<file path="config.mk">
export PLATFORM = sky130hd
export DESIGN_NAME = fb_serial_framer
export DESIGN_NICKNAME = d
export VERILOG_FILES = /design/src/rtl/fb_pkg.sv /design/src/rtl/fb_reset_sync.sv /design/src/rtl/fb_parity.sv /design/src/rtl/fb_frame_assembler.sv /design/src/rtl/fb_slot_counter.sv /design/src/rtl/fb_shift_out.sv /design/src/rtl/fb_serial_framer.sv
export SDC_FILE = /design/constraint.sdc
export NUM_CORES = 1
export LEC_CHECK = 0
export ABC_CLOCK_PERIOD_IN_PS = 7300
export BUFFER_PORTS_ARGS = -buffer_cell sky130_fd_sc_hd__buf_4
export CORE_ASPECT_RATIO = 1.1
export CORE_MARGIN = 5
export CORE_UTILIZATION = 45
export CTS_CLUSTER_SIZE = 40
export DETAILED_ROUTE_END_ITERATION = 10
export PLACE_DENSITY_LB_ADDON = 0.08
export SETUP_SLACK_MARGIN = 0.1
export SYNTH_ARGS = -nofsm -noshare
export SYNTH_HDL_FRONTEND = slang
export SYNTH_SLANG_ARGS = --single-unit
</file>
<file path="constraint.sdc">
create_clock -name clk -period 7.3 [get_ports clk]
set_clock_uncertainty 0.2 [all_clocks]
set_input_delay 0.73 -clock clk [delete_from_list [all_inputs] [get_ports clk]]
set_output_delay 0.73 -clock clk [all_outputs]
set_load 0.05 [all_outputs]
</file>
<file path="src/rtl/fb_pkg.sv">
package fb_pkg;
  localparam int START_W = 8;
  localparam int STOP_W  = 2;
  localparam logic [START_W-1:0] START_PAT = 8'b1111_0000;
  localparam logic [STOP_W-1:0]  STOP_PAT  = 2'b01;
  // start + filler flag + parity + stop
  localparam int OVERHEAD_W = START_W + 1 + 1 + STOP_W;
endpackage

</file>
<file path="src/rtl/fb_reset_sync.sv">
module fb_reset_sync #(
  parameter int STAGES = 2
) (
  input  logic clk,
  input  logic rst_n,
  output logic rst_sync_n
);
  logic [STAGES-1:0] sync_q;
  logic [STAGES-1:0] sync_d;

  always_comb begin
    sync_d = {sync_q[STAGES-2:0], 1'b1};
  end

  always_ff @(posedge clk or negedge rst_n) begin
    if (!rst_n) sync_q <= '0;
    else        sync_q <= sync_d;
  end

  assign rst_sync_n = sync_q[STAGES-1];
endmodule

</file>
<file path="src/rtl/fb_parity.sv">
module fb_parity #(
  parameter int W   = 69,
  parameter bit ODD = 1'b1
) (
  input  logic [W-1:0] bits,
  output logic         par
);
  generate
    if (ODD) begin : g_odd
      assign par = ~(^bits);
    end else begin : g_even
      assign par = ^bits;
    end
  endgenerate
endmodule

</file>
<file path="src/rtl/fb_frame_assembler.sv">
module fb_frame_assembler
  import fb_pkg::*;
#(
  parameter int DATA_W  = 68,
  parameter int FRAME_W = DATA_W + OVERHEAD_W
) (
  input  logic [DATA_W-1:0]  data,
  input  logic               empty,
  output logic [FRAME_W-1:0] frame
);
  logic par;

  fb_parity #(.W(DATA_W + 1), .ODD(1'b1)) u_par (
    .bits ({empty, data}),
    .par  (par)
  );

  assign frame = {START_PAT, empty, data, par, STOP_PAT};

  // flag, payload and parity carry an odd count of ones
  always_comb begin
    assert_odd_weight_R4: assert (($countones(frame[FRAME_W-START_W-1:STOP_W]) % 2) == 1)
      else $error("parity field does not give odd weight");
  end
endmodule

</file>
<file path="src/rtl/fb_slot_counter.sv">
module fb_slot_counter #(
  parameter int FRAME_W = 80
) (
  input  logic clk,
  input  logic rst_n,
  output logic slot,
  output logic first_bit
);
  localparam int CNT_W = $clog2(FRAME_W);
  localparam logic [CNT_W-1:0] LAST = CNT_W'(FRAME_W - 1);

  logic [CNT_W-1:0] cnt_q;
  logic [CNT_W-1:0] cnt_d;
  logic             cnt_en;

  always_comb begin
    cnt_en = 1'b1;
    cnt_d  = (cnt_q == LAST) ? '0 : cnt_q + 1'b1;
  end

  always_ff @(posedge clk or negedge rst_n) begin
    if (!rst_n)      cnt_q <= LAST;
    else if (cnt_en) cnt_q <= cnt_d;
  end

  assign slot      = (cnt_q == LAST);
  assign first_bit = (cnt_q == '0);
endmodule

</file>
<file path="src/rtl/fb_shift_out.sv">
module fb_shift_out #(
  parameter int FRAME_W = 80
) (
  input  logic               clk,
  input  logic               rst_n,
  input  logic               load,
  input  logic [FRAME_W-1:0] frame,
  output logic               ser
);
  logic [FRAME_W-1:0] sr_q;
  logic [FRAME_W-1:0] sr_d;
  logic               sr_en;

  always_comb begin
    sr_en = 1'b1;
    sr_d  = load ? frame : {sr_q[FRAME_W-2:0], 1'b0};
  end

  always_ff @(posedge clk or negedge rst_n) begin
    if (!rst_n)     sr_q <= '0;
    else if (sr_en) sr_q <= sr_d;
  end

  assign ser = sr_q[FRAME_W-1];
endmodule

</file>
<file path="src/rtl/fb_serial_framer.sv">
module fb_serial_framer
  import fb_pkg::*;
#(
  parameter int DATA_W = 68
) (
  input  logic              clk,
  input  logic              rst_n,
  input  logic              in_valid,
  output logic              in_ready,
  input  logic [DATA_W-1:0] in_data,
  output logic              ser_out,
  output logic              frame_start
);
  localparam int FRAME_W = DATA_W + OVERHEAD_W;

  logic               rst_sync_n;
  logic               slot;
  logic               first_bit;
  logic               accept;
  logic               empty;
  logic [DATA_W-1:0]  hold_q;
  logic [DATA_W-1:0]  hold_d;
  logic               hold_en;
  logic [DATA_W-1:0]  word;
  logic [FRAME_W-1:0] frame;

  fb_reset_sync #(.STAGES(2)) u_rst (
    .clk        (clk),
    .rst_n      (rst_n),
    .rst_sync_n (rst_sync_n)
  );

  fb_slot_counter #(.FRAME_W(FRAME_W)) u_cnt (
    .clk       (clk),
    .rst_n     (rst_sync_n),
    .slot      (slot),
    .first_bit (first_bit)
  );

  assign in_ready = slot && rst_sync_n;
  assign accept   = in_ready && in_valid;
  assign empty    = !in_valid;

  always_comb begin
    hold_en = accept;
    hold_d  = in_data;
    word    = in_valid ? in_data : hold_q;
  end

  always_ff @(posedge clk or negedge rst_sync_n) begin
    if (!rst_sync_n)  hold_q <= '0;
    else if (hold_en) hold_q <= hold_d;
  end

  fb_frame_assembler #(.DATA_W(DATA_W), .FRAME_W(FRAME_W)) u_asm (
    .data  (word),
    .empty (empty),
    .frame (frame)
  );

  fb_shift_out #(.FRAME_W(FRAME_W)) u_sh (
    .clk   (clk),
    .rst_n (rst_sync_n),
    .load  (in_ready),
    .frame (frame),
    .ser   (ser_out)
  );

  assign frame_start = first_bit && rst_sync_n;

  // Used only by the checks below: set once the first frame has begun.
  logic seen_q;
  always_ff @(posedge clk or negedge rst_sync_n) begin
    if (!rst_sync_n)      seen_q <= 1'b0;
    else if (frame_start) seen_q <= 1'b1;
  end

  assert_start_after_slot_R1: assert property (@(posedge clk) disable iff (!rst_sync_n)
    frame_start |-> $past(in_ready));

  assert_single_slot_R6: assert property (@(posedge clk) disable iff (!rst_sync_n)
    in_ready |=> !in_ready);

  assert_start_msb_R2: assert property (@(posedge clk) disable iff (!rst_sync_n)
    frame_start |-> (ser_out == START_PAT[START_W-1]));

  assert_stop_lsb_R5: assert property (@(posedge clk) disable iff (!rst_sync_n)
    (in_ready && seen_q) |-> (ser_out == STOP_PAT[0]));

  assert_quiet_line_R8: assert property (@(posedge clk) disable iff (!rst_sync_n)
    (!seen_q && !frame_start) |-> !ser_out);

  assert_hold_on_filler_R7: assert property (@(posedge clk) disable iff (!rst_sync_n)
    (in_ready && !in_valid) |=> $stable(hold_q));

  assert_mid_frame_ignored_R9: assert property (@(posedge clk) disable iff (!rst_sync_n)
    !in_ready |=> $stable(hold_q));
endmodule

</file>
==> results of run 1 <==
## synth_stat cells
master       n  area share (%)
xnor2_1     45             5.2
xnor3_1      1            0.30
nor2_1      13            0.64
mux2i_1     92              12
conb_1       1           0.049
clkbuf_1    20            0.99
and2_1       5            0.41
o21ai_1      1           0.066
dfrtp_1    152              50
buf_2       10            0.66
nand2b_1     4            0.33
inv_1        3            0.15
mux2_2      68              10
nor4_1       1           0.082
nor3b_2      1            0.16
a21oi_1     10            0.66
xor2_1      58             6.7
and3_1       1           0.082
o21ai_0     71             4.7
ha_1         2            0.33
buf_6        2            0.30
dfstp_2      5             1.7
nor2b_1      2            0.16
nand4bb_1    1            0.15
nand3_1      3            0.20
nand2_1     73             3.6
nor3b_1      1           0.099
buf_1        4            0.20
## worst paths after layout
| path | cells past startpoint | start | end |
|---|---|---|---|
| max | 8 | u_cnt.cnt_q[0] | hold_q[28] |
| min | 0 | u_rst.sync_q[0] | u_rst.sync_q[1] |
| max reg2reg | 8 | u_cnt.cnt_q[0] | hold_q[28] |
| min reg2reg | 0 | u_rst.sync_q[0] | u_rst.sync_q[1] |
| max in group asynchronous | 1 | u_rst.sync_q[1] | hold_q[51] |
| min in group asynchronous | 0 | u_rst.sync_q[1] | u_sh.sr_q[40] |
## flip-flops by register name, indices dropped and copies added (netlist names)
signal        cells
u_rst.sync_q      2
hold_q           68
u_cnt.cnt_q       7
u_sh.sr_q        80
## power breakdown
part,total (mW),switching [mW],internal [mW],leakage (nW)
registers,0.877,0.00589,0.871,2.01
clock network,0.866,0.336,0.530,0.281
logic,0.204,0.0967,0.107,2.17
## worst max-delay path, stage by stage, from the launching register on
cell	delay (ps)
dfstp_2	560
ha_1	180
nand3_1	180
nor3b_2	400
nand2_4	440
inv_1	350
nand2_2	590
buf_4	530
mux2_2	330
## layer usage
layer,track usage (%),up-vias
met5,0,-
met1,21.7,2298
li1,-,2328
met2,26.8,66
met3,3.58,11
met4,5.25,0
## logic make-up after synthesis
group	after synthesis	synth area share [%]
mux	160	22.2
buf+inv	39	2.29
xor+xnor	104	12.2
fa+ha+maj	2	0.329
compound gates	82	5.39
flops	157	51.7
other cells	1	0.0493
simple gates	105	5.92
## area by class of cell
type                    count  area (um^2)  area share [%]
well taps                 204          255            2.87
inverters                   3         11.3           0.127
flip-flops and latches    157         3940            44.3
clock buffers              25          485            5.46
repair buffers             79          596            6.70
clock inverters             7         91.3            1.03
multi-input cells         454         3510            39.5
==> metrics.txt, run 1 <==
Fin. Hold Viols 0; largest net degree at the start of global routing 78; Peak VDD IR between 0.00015 and 0.0002 V; pre-CTS WS about 3300 ps; Die Area ~20000 um^2; Critical Path AT roughly 4000 ps; uppermost layer routed met4; Critical Path End Type flop; final setup margin 3330 ps; final hold slack approximately 150 ps; RSZ-0062 raised after global routing no; total CTS buffers 17; IO buf count between 70 and 80; clk_lat worst skew roughly 420 ps; Yosys warnings 0; H-tree levels 4; DR pass1 iterations 4; pwr dens 219 nW/um^2; register bit total from synthesis 157; Die Wd between 100 and 150 um; Yosys cell types 28; fin crit period just under 4000 ps; met3 wire length 481 um; CP required about 7400 ps; total wire length around 15000 um; fin nets around 790; CTS resizes 0; postcts setup bufs 0; DP Cell Count between 800 and 900; Leak 4.46 nW; max_cap viols 0; Max clock buf depth 2; most common cell after layout, fill and taps aside dfrtp_1; GR Overflow Total 0; Die Y between 100 and 150 um; critical path type reg -> reg; status finished, final reports clean; number of remaining DRC errors 0; DR WL/cell 16.5 um; Power Total roughly 1.9 mW; synthesized cell area approximately 7600 um^2; met2 wire len ~7500 um; Worst Setup Start Kind flop; Fmax between 200 and 300 MHz; DR vias/cell around 5; Slew Viols, Final 0; CP max FO 77; commonest cells after routing, fill and taps aside dfrtp_1, mux2i_1, buf_4; TritonCTS sink count around 160; Slew @ Worst Pin ~1100 ps; initial core utilization between 40% and 50%; clk root buf clkbuf_16; gpl congestion 0.727; Final Setup Violations 0; setup slack, reg-to-reg about 3300 ps; Design Area, Final between 8000 and 9000 um^2; Worst-path clk slew roughly 60 ps; vias in the first global route about 5000; share of cells above drive strength 1 25.1%; Final Cycle Share between 50 and 60%; GRT Total Usage about 16%; Syn Nets ~720; CTS tree done; utilization after layout between 50% and 60%; Cell Area, Placed 8300 um^2; initial drt markers around 160; HP Class reg -> reg; Max-Slew Margin vs Limit 27.7%; Post-DRT Antenna Nets 0; detailed-route via count 4703; Non-Filler Instances a little over 900; post-synthesis sequential area ratio 51.7%; initial antenna violation count 0; P&R area growth vs syn 16.8%; wl on met1 between 7000 and 8000 um; detailed placer's ending HPWL between 10000 and 15000 um; Ant. Diodes 0; sum of negative setup slack 0 ps; total core area between 15000 and 20000 um^2; I/O pin cnt 74; Filler cells approximately 1400; global-route wire length before repair about 25000 um; syn_area_per_cell approximately 12 um^2; hold_buf cts 1; row count between 40 and 50; Mapped Cells 650
Note: power is estimated with default switching activity, not from simulation.
==> run 2: changes to the inputs <==
ABC_CLOCK_PERIOD_IN_PS = 3900   (was 7300)
clock period = 3.9 ns   (was 7.3 ns; I/O delays follow)
==> run 2 against run 1 <==
  * Critical path depth unchanged
  * Die area unchanged
  * Clock power up 130%
  * Largest cell class unchanged
==> metrics.txt, run 2 (synthesized netlist as in run 1, its figures left out) <==
Final Cycle Share between 70% and 80%; row count 49; Leak about 4.6 nW; initial core utilization between 40% and 50%; end of the worst register-to-register path hold_q[27]; Ant. Diodes 0; max_cap viols 0; Max-Slew Margin vs Limit between 40% and 50%; Critical Path End Type flop; Reg with most FFs u_sh.sr_q; Slew @ Worst Pin approximately 900 ps; critical path type reg -> reg; CP peak stage delay about 560 ps; Worst Setup Start Kind flop; pwr dens about 440 nW/um^2; Power Total around 4 mW; IO buf count 73; gpl congestion approximately 0.75; biggest regs u_sh.sr_q: 80 flops, hold_q: 68 flops, u_cnt.cnt_q: 7 flops; Die Area a little under 20000 um^2; clk root buf clkbuf_16; Die Wd roughly 130 um; initial drt markers approximately 190; hold worst-path end hold_q[49]; Worst-path clk slew roughly 60 ps; DR WL/cell ~16 um; total core area approximately 16000 um^2; CP max FO 58; RSZ-0062 raised after global routing no; detailed-route via count roughly 4700; GRT Total Usage between 10% and 20%; largest net degree at the start of global routing 84; hold path start in_data[49]; P&R area growth vs syn 19.1%; most common cell after layout, fill and taps aside dfrtp_1; TritonCTS sink count about 160; detailed placer's ending HPWL between 10000 and 15000 um; fin nets a little under 800; highest-delay cell along the critical path dfstp_2; CP required 4000 ps; number of flip-flops under the largest register name 80; Fin. Hold Viols 0; Post-DRT Antenna Nets 0; Slew Viols, Final 0; DR pass1 iterations 4; Critical Path AT between 2000 and 3000 ps; global-route wire length before repair roughly 26000 um; WHS Path Cells 2; I/O pin cnt 74; H-tree levels 4; GR Overflow Total 0; Filler cells 1435; Max clock buf depth 2; number of remaining DRC errors 0; clk_lat worst skew approximately 420 ps; CTS resizes 0; sum of negative setup slack 0 ps; CTS tree done; vias in the first global route 4982; worst reg2reg path depth 8; initial antenna violation count 0; Final Setup Violations 0; share of cells above drive strength 1 a little over a quarter; utilization after layout between 50% and 60%; postcts setup bufs 0; total CTS buffers 17; status finished, final reports clean; Peak VDD IR just over 0.0003 V; Fmax approximately 350 MHz; total wire length around 15000 um; final hold slack roughly 25 ps; reg2reg start u_cnt.cnt_q[0]; Die Y 146 um; Register Area 3940 um^2; setup slack, reg-to-reg 1060 ps; DR vias/cell just over 5; commonest cells after routing, fill and taps aside dfrtp_1, mux2i_1, buf_4; fin crit period 2840 ps; HP Class in -> reg; CP Cell Sequence ha_1 -> nand3_1 -> nor3b_2 -> nand2_4 -> inv_1 -> nand2_2 -> buf_4 -> mux2_2; area of the multi-input gates between 3000 and 4000 um^2
[run 2: layout make-up]
cell class | count | share of cell area (%)
timing repair buffer | 82 | 7.10
tap | 204 | 2.82
sequential | 157 | 43.5
clock buffer | 20 | 5.15
multi-input combinational | 454 | 38.7
clock inverter | 12 | 2.62
inverter | 3 | 0.124
[run 2: per-layer routing]
metal	GRT usage (%)	wire length [um]	up-vias
met5	0	0	-
met4	4.78	179	0
met3	4.20	522	13
met2	26.8	7530	66
met1	22.1	7050	2346
li1	-	-	2320
[run 2: what timing repair did]
item / 4_1_cts / 5_1_grt
setup endpoints to repair: 0 / 0
hold buffers: 1 / 0
hold endpoints to repair: 2 / 0
[run 2: how the worst max path moves through the flow]
stage / startpoint / cells past startpoint / endpoint
floorplan: u_rst.sync_q[1] / 2 / frame_start
global placement: in_valid / 9 / u_sh.sr_q[2]
detailed placement: in_valid / 9 / u_sh.sr_q[2]
CTS: u_cnt.cnt_q[0] / 8 / hold_q[27]
global route: u_cnt.cnt_q[0] / 7 / u_sh.sr_q[11]
finish: u_cnt.cnt_q[0] / 8 / hold_q[27]
[run 2: critical path: cells and delay by family, from the launching register on]
kind | cells | cell delay [ps]
simple gates | 4 | 800
flops | 1 | 560
mux | 1 | 380
buf+inv | 2 | 560
fa+ha+maj | 1 | 190
[run 2: report_power, final]
group / switching (mW) / total (mW) / leakage, nW / internal, mW
Sequential: 0.00535 / 1.64 / 2.01 / 1.63
Clock: 0.646 / 1.96 / 0.346 / 1.31
Combinational: 0.187 / 0.390 / 2.20 / 0.203
Total: 0.839 / 3.98 / 4.55 / 3.15
[run 2: through the flow]
stage | setup WS, ps | instance area [um^2] | instances
3_3_place_gp | 980 | 8350 | 899
4_1_cts | 1030 | 9060 | 932
3_5_place_dp | 960 | 8350 | 899
5_1_grt | 812 | 9060 | 932
2_1_floorplan | 183 | 7610 | 650
6_report | 1060 | 9060 | 932
==> run 3: changes to the inputs <==
ABC_AREA = 1   (was not set)
ABC_CLOCK_PERIOD_IN_PS = 2400   (was 3900)
clock period = 2.4 ns   (was 3.9 ns; I/O delays follow)
==> run 3 against run 2 <==
  * Register-to-register slack got worse by 860 ps
  * Sequential share of layout area fell by 7.6 points
  * Via count grew 63%
  * Critical path depth did not move
  * Cell area grew 21%
  * Sequential power up 68%
  * Utilization grew 3.2 points
  * Largest power group unchanged
  * Sequential cell count did not move
  * Critical endpoint is now in_ready
  * Wire length up 30%
  * Final cell count rose by 80%
==> metrics.txt, run 3 <==
status finished, final reports clean; Most common cell on crit path inv_2; total wire length roughly 20000 um; most common cell after layout, fill and taps aside nand2_1; number of flip-flops under the largest register name 80; hold path start u_rst.sync_q[0]; HP Class reg -> reg; IO buf count 73; Die Wd 141 um; syn_area_per_cell between 6 and 7 um^2; Area contributors post-synth dfrtp_1, nand2_1, o21ai_0, inv_1, dfstp_2; Peak VDD IR between 0.0004 and 0.0005 V; vias in the first global route around 7000; setup slack, reg-to-reg about 200 ps; synthesized cell area 8550 um^2; Mapped Cells between 1000 and 1500; commonest cells after routing, fill and taps aside nand2_1, o21ai_0, dfrtp_1; DR vias/cell between 4 and 5; GR Overflow Total 0; initial drt markers 418; highest-delay cell along the critical path dfstp_2; worst reg2reg path depth 12; Syn Nets approximately 1300; critical path type reg -> out; buffer and inverter count on the worst path 4; pwr dens 609 nW/um^2; hold worst-path end u_rst.sync_q[1]; Die Y ~150 um; top cells by count, synth nand2_1, o21ai_0, dfrtp_1; CP Cell Sequence ha_4 -> nand3_4 -> inv_2 -> nand3_2 -> inv_2 -> nand2_4 -> clkinvlp_4 -> buf_8; CP required just under 2000 ps; top-area cell type share of the netlist area roughly 44%; WHS Path Cells 0; detailed placer's ending HPWL around 13000 um; Fmax approximately 450 MHz; end of the worst register-to-register path hold_q[67]; Final Cycle Share between 90 and 100%; Design Area, Final approximately 11000 um^2; Slew @ Worst Pin 718 ps; Critical Path End Type output pin; Fin. Hold Viols 0; Max clock buf depth 2; CTS tree done; reg2reg start u_cnt.cnt_q[1]; fin crit period around 2200 ps; TritonCTS sink count 157; Reg with most FFs u_sh.sr_q; H-tree levels 4; Cell Area, Placed roughly 9400 um^2; Yosys warnings 0; Final Setup Violations 0; Worst Setup Start Kind flop; Post-synth EDFFs 0; number of remaining DRC errors 0; fin nets roughly 1500; Leak approximately 6.0 nW; Worst-path clk slew around 60 ps; max_cap viols 0; most common cell in the netlist nand2_1; Critical Path AT between 1500 and 2000 ps; clk root buf clkbuf_16; Post-DRT Antenna Nets 0; register bit total from synthesis between 150 and 200; clk_lat worst skew between 400 and 500 ps; cell family with most CP delay flip-flops; Slew Viols, Final 0; Yosys top cell by area dfrtp_1; Filler cells between 1500 and 2000; Post-synth ARST share between 90% and 100%; CP max FO 3; Most used DFF post-synth dfrtp_1; total core area approximately 19000 um^2; I/O pin cnt 74; Max-Slew Margin vs Limit between 50% and 60%; biggest regs u_sh.sr_q: 80 flops, hold_q: 68 flops, u_cnt.cnt_q: 7 flops; DR WL/cell 11.8 um; share of cells above drive strength 1 12.7%; initial core utilization between 40% and 50%; gpl congestion around 0.77; RSZ-0062 raised after global routing no; row count 53; P&R area growth vs syn 28.5%; global-route wire length before repair approximately 34000 um; Ant. Diodes 0; Yosys cell types 26; GRT Total Usage 18.9%; initial antenna violation count 0; final hold slack about 150 ps; total CTS buffers 17; detailed-route via count roughly 7800; Die Area 21900 um^2; DR pass1 iterations 5; utilization after layout between 50% and 60%; CP peak stage delay approximately 560 ps; largest net degree at the start of global routing about 130; post-synthesis sequential area ratio 46.0%
-- run 3: cell types whose count changed after synthesis, sizes merged, moves of 11 or more --
cell | previous run | this run
inv | 3 | 145
buf | 16 | 27
mux2 | 68 | 0
xor2 | 58 | 2
nand3 | 3 | 15
mux2i | 92 | 0
nor2 | 13 | 25
xnor2 | 45 | 2
o21ai | 72 | 188
nand2 | 73 | 667
-- run 3: timing repair --
| item | 4_1_cts | 5_1_grt |
|---|---|---|
| hold buffers | 70 | 0 |
| endpoints found under the hold margin | 76 | 0 |
| pin swaps | 1 | 2 |
| buffers inserted | 7 | 4 |
| endpoints found under the setup margin | 1 | 38 |
| gates resized for setup | 6 | 30 |
| gates cloned | 0 | 2 |
-- run 3: where the power goes --
part,internal [mW],switching [mW]
clock,1.79,1.10
sequential,2.72,0.0366
combinational,0.433,0.621
total,4.94,1.76
-- run 3: metrics by stage --
| step | setup TNS [ps] | cells | setup slack (ps) | power (mW) |
|---|---|---|---|---|
| after global routing | 0 | 1675 | 101 | 7.06 |
| after detailed placement | 0 | 1561 | 88.9 | 3.76 |
| after floorplan | -47850 | 1272 | -428 | 3.47 |
| after CTS | 0 | 1669 | 128 | 6.77 |
| after global placement | 0 | 1561 | 116 | 3.74 |
| final | 0 | 1675 | 175 | 6.70 |
-- run 3: logic make-up after synthesis --
logic type | synth area share [%]
AO/OA/AOI/OAI | 11.4
XOR/XNOR | 0.410
adder cells (fa/ha/maj) | 0.292
buffers and inverters | 9.99
flip-flops | 46.0
other | 0.0438
AND/OR/NAND/NOR | 31.9
-- run 3: layer usage --
metal	part of all wire, %	GRT usage [%]	vias to the layer above
met5	0	0	-
met1	49	25.7	3474
met2	47	31.1	93
met4	1.6	5.62	0
met3	2.9	3.15	25
li1	-	-	4159
-- run 3: area by class of cell --
cell class                 count  area [um^2]  share of cell area, %
sequential                   157         3940                   35.8
multi-input combinational    914         3860                   35.1
timing repair buffer         181         1710                   15.5
clock buffer                  20          457                   4.15
inverter                     145          554                   5.04
tap                          247          309                   2.81
clock inverter                11          166                   1.51
-- run 3: worst max-delay path by stage --
| stage | startpoint | endpoint | slack (ps) | cells past startpoint |
|---|---|---|---|---|
| floorplan | u_rst.sync_q[1] | hold_q[56] | -430 | 7 |
| global placement | in_valid | u_sh.sr_q[2] | 120 | 21 |
| detailed placement | in_valid | u_sh.sr_q[2] | 90 | 20 |
| CTS | u_cnt.cnt_q[0] | in_ready | 130 | 8 |
| global route | u_cnt.cnt_q[1] | hold_q[67] | 100 | 12 |
| finish | u_cnt.cnt_q[1] | in_ready | 170 | 8 |
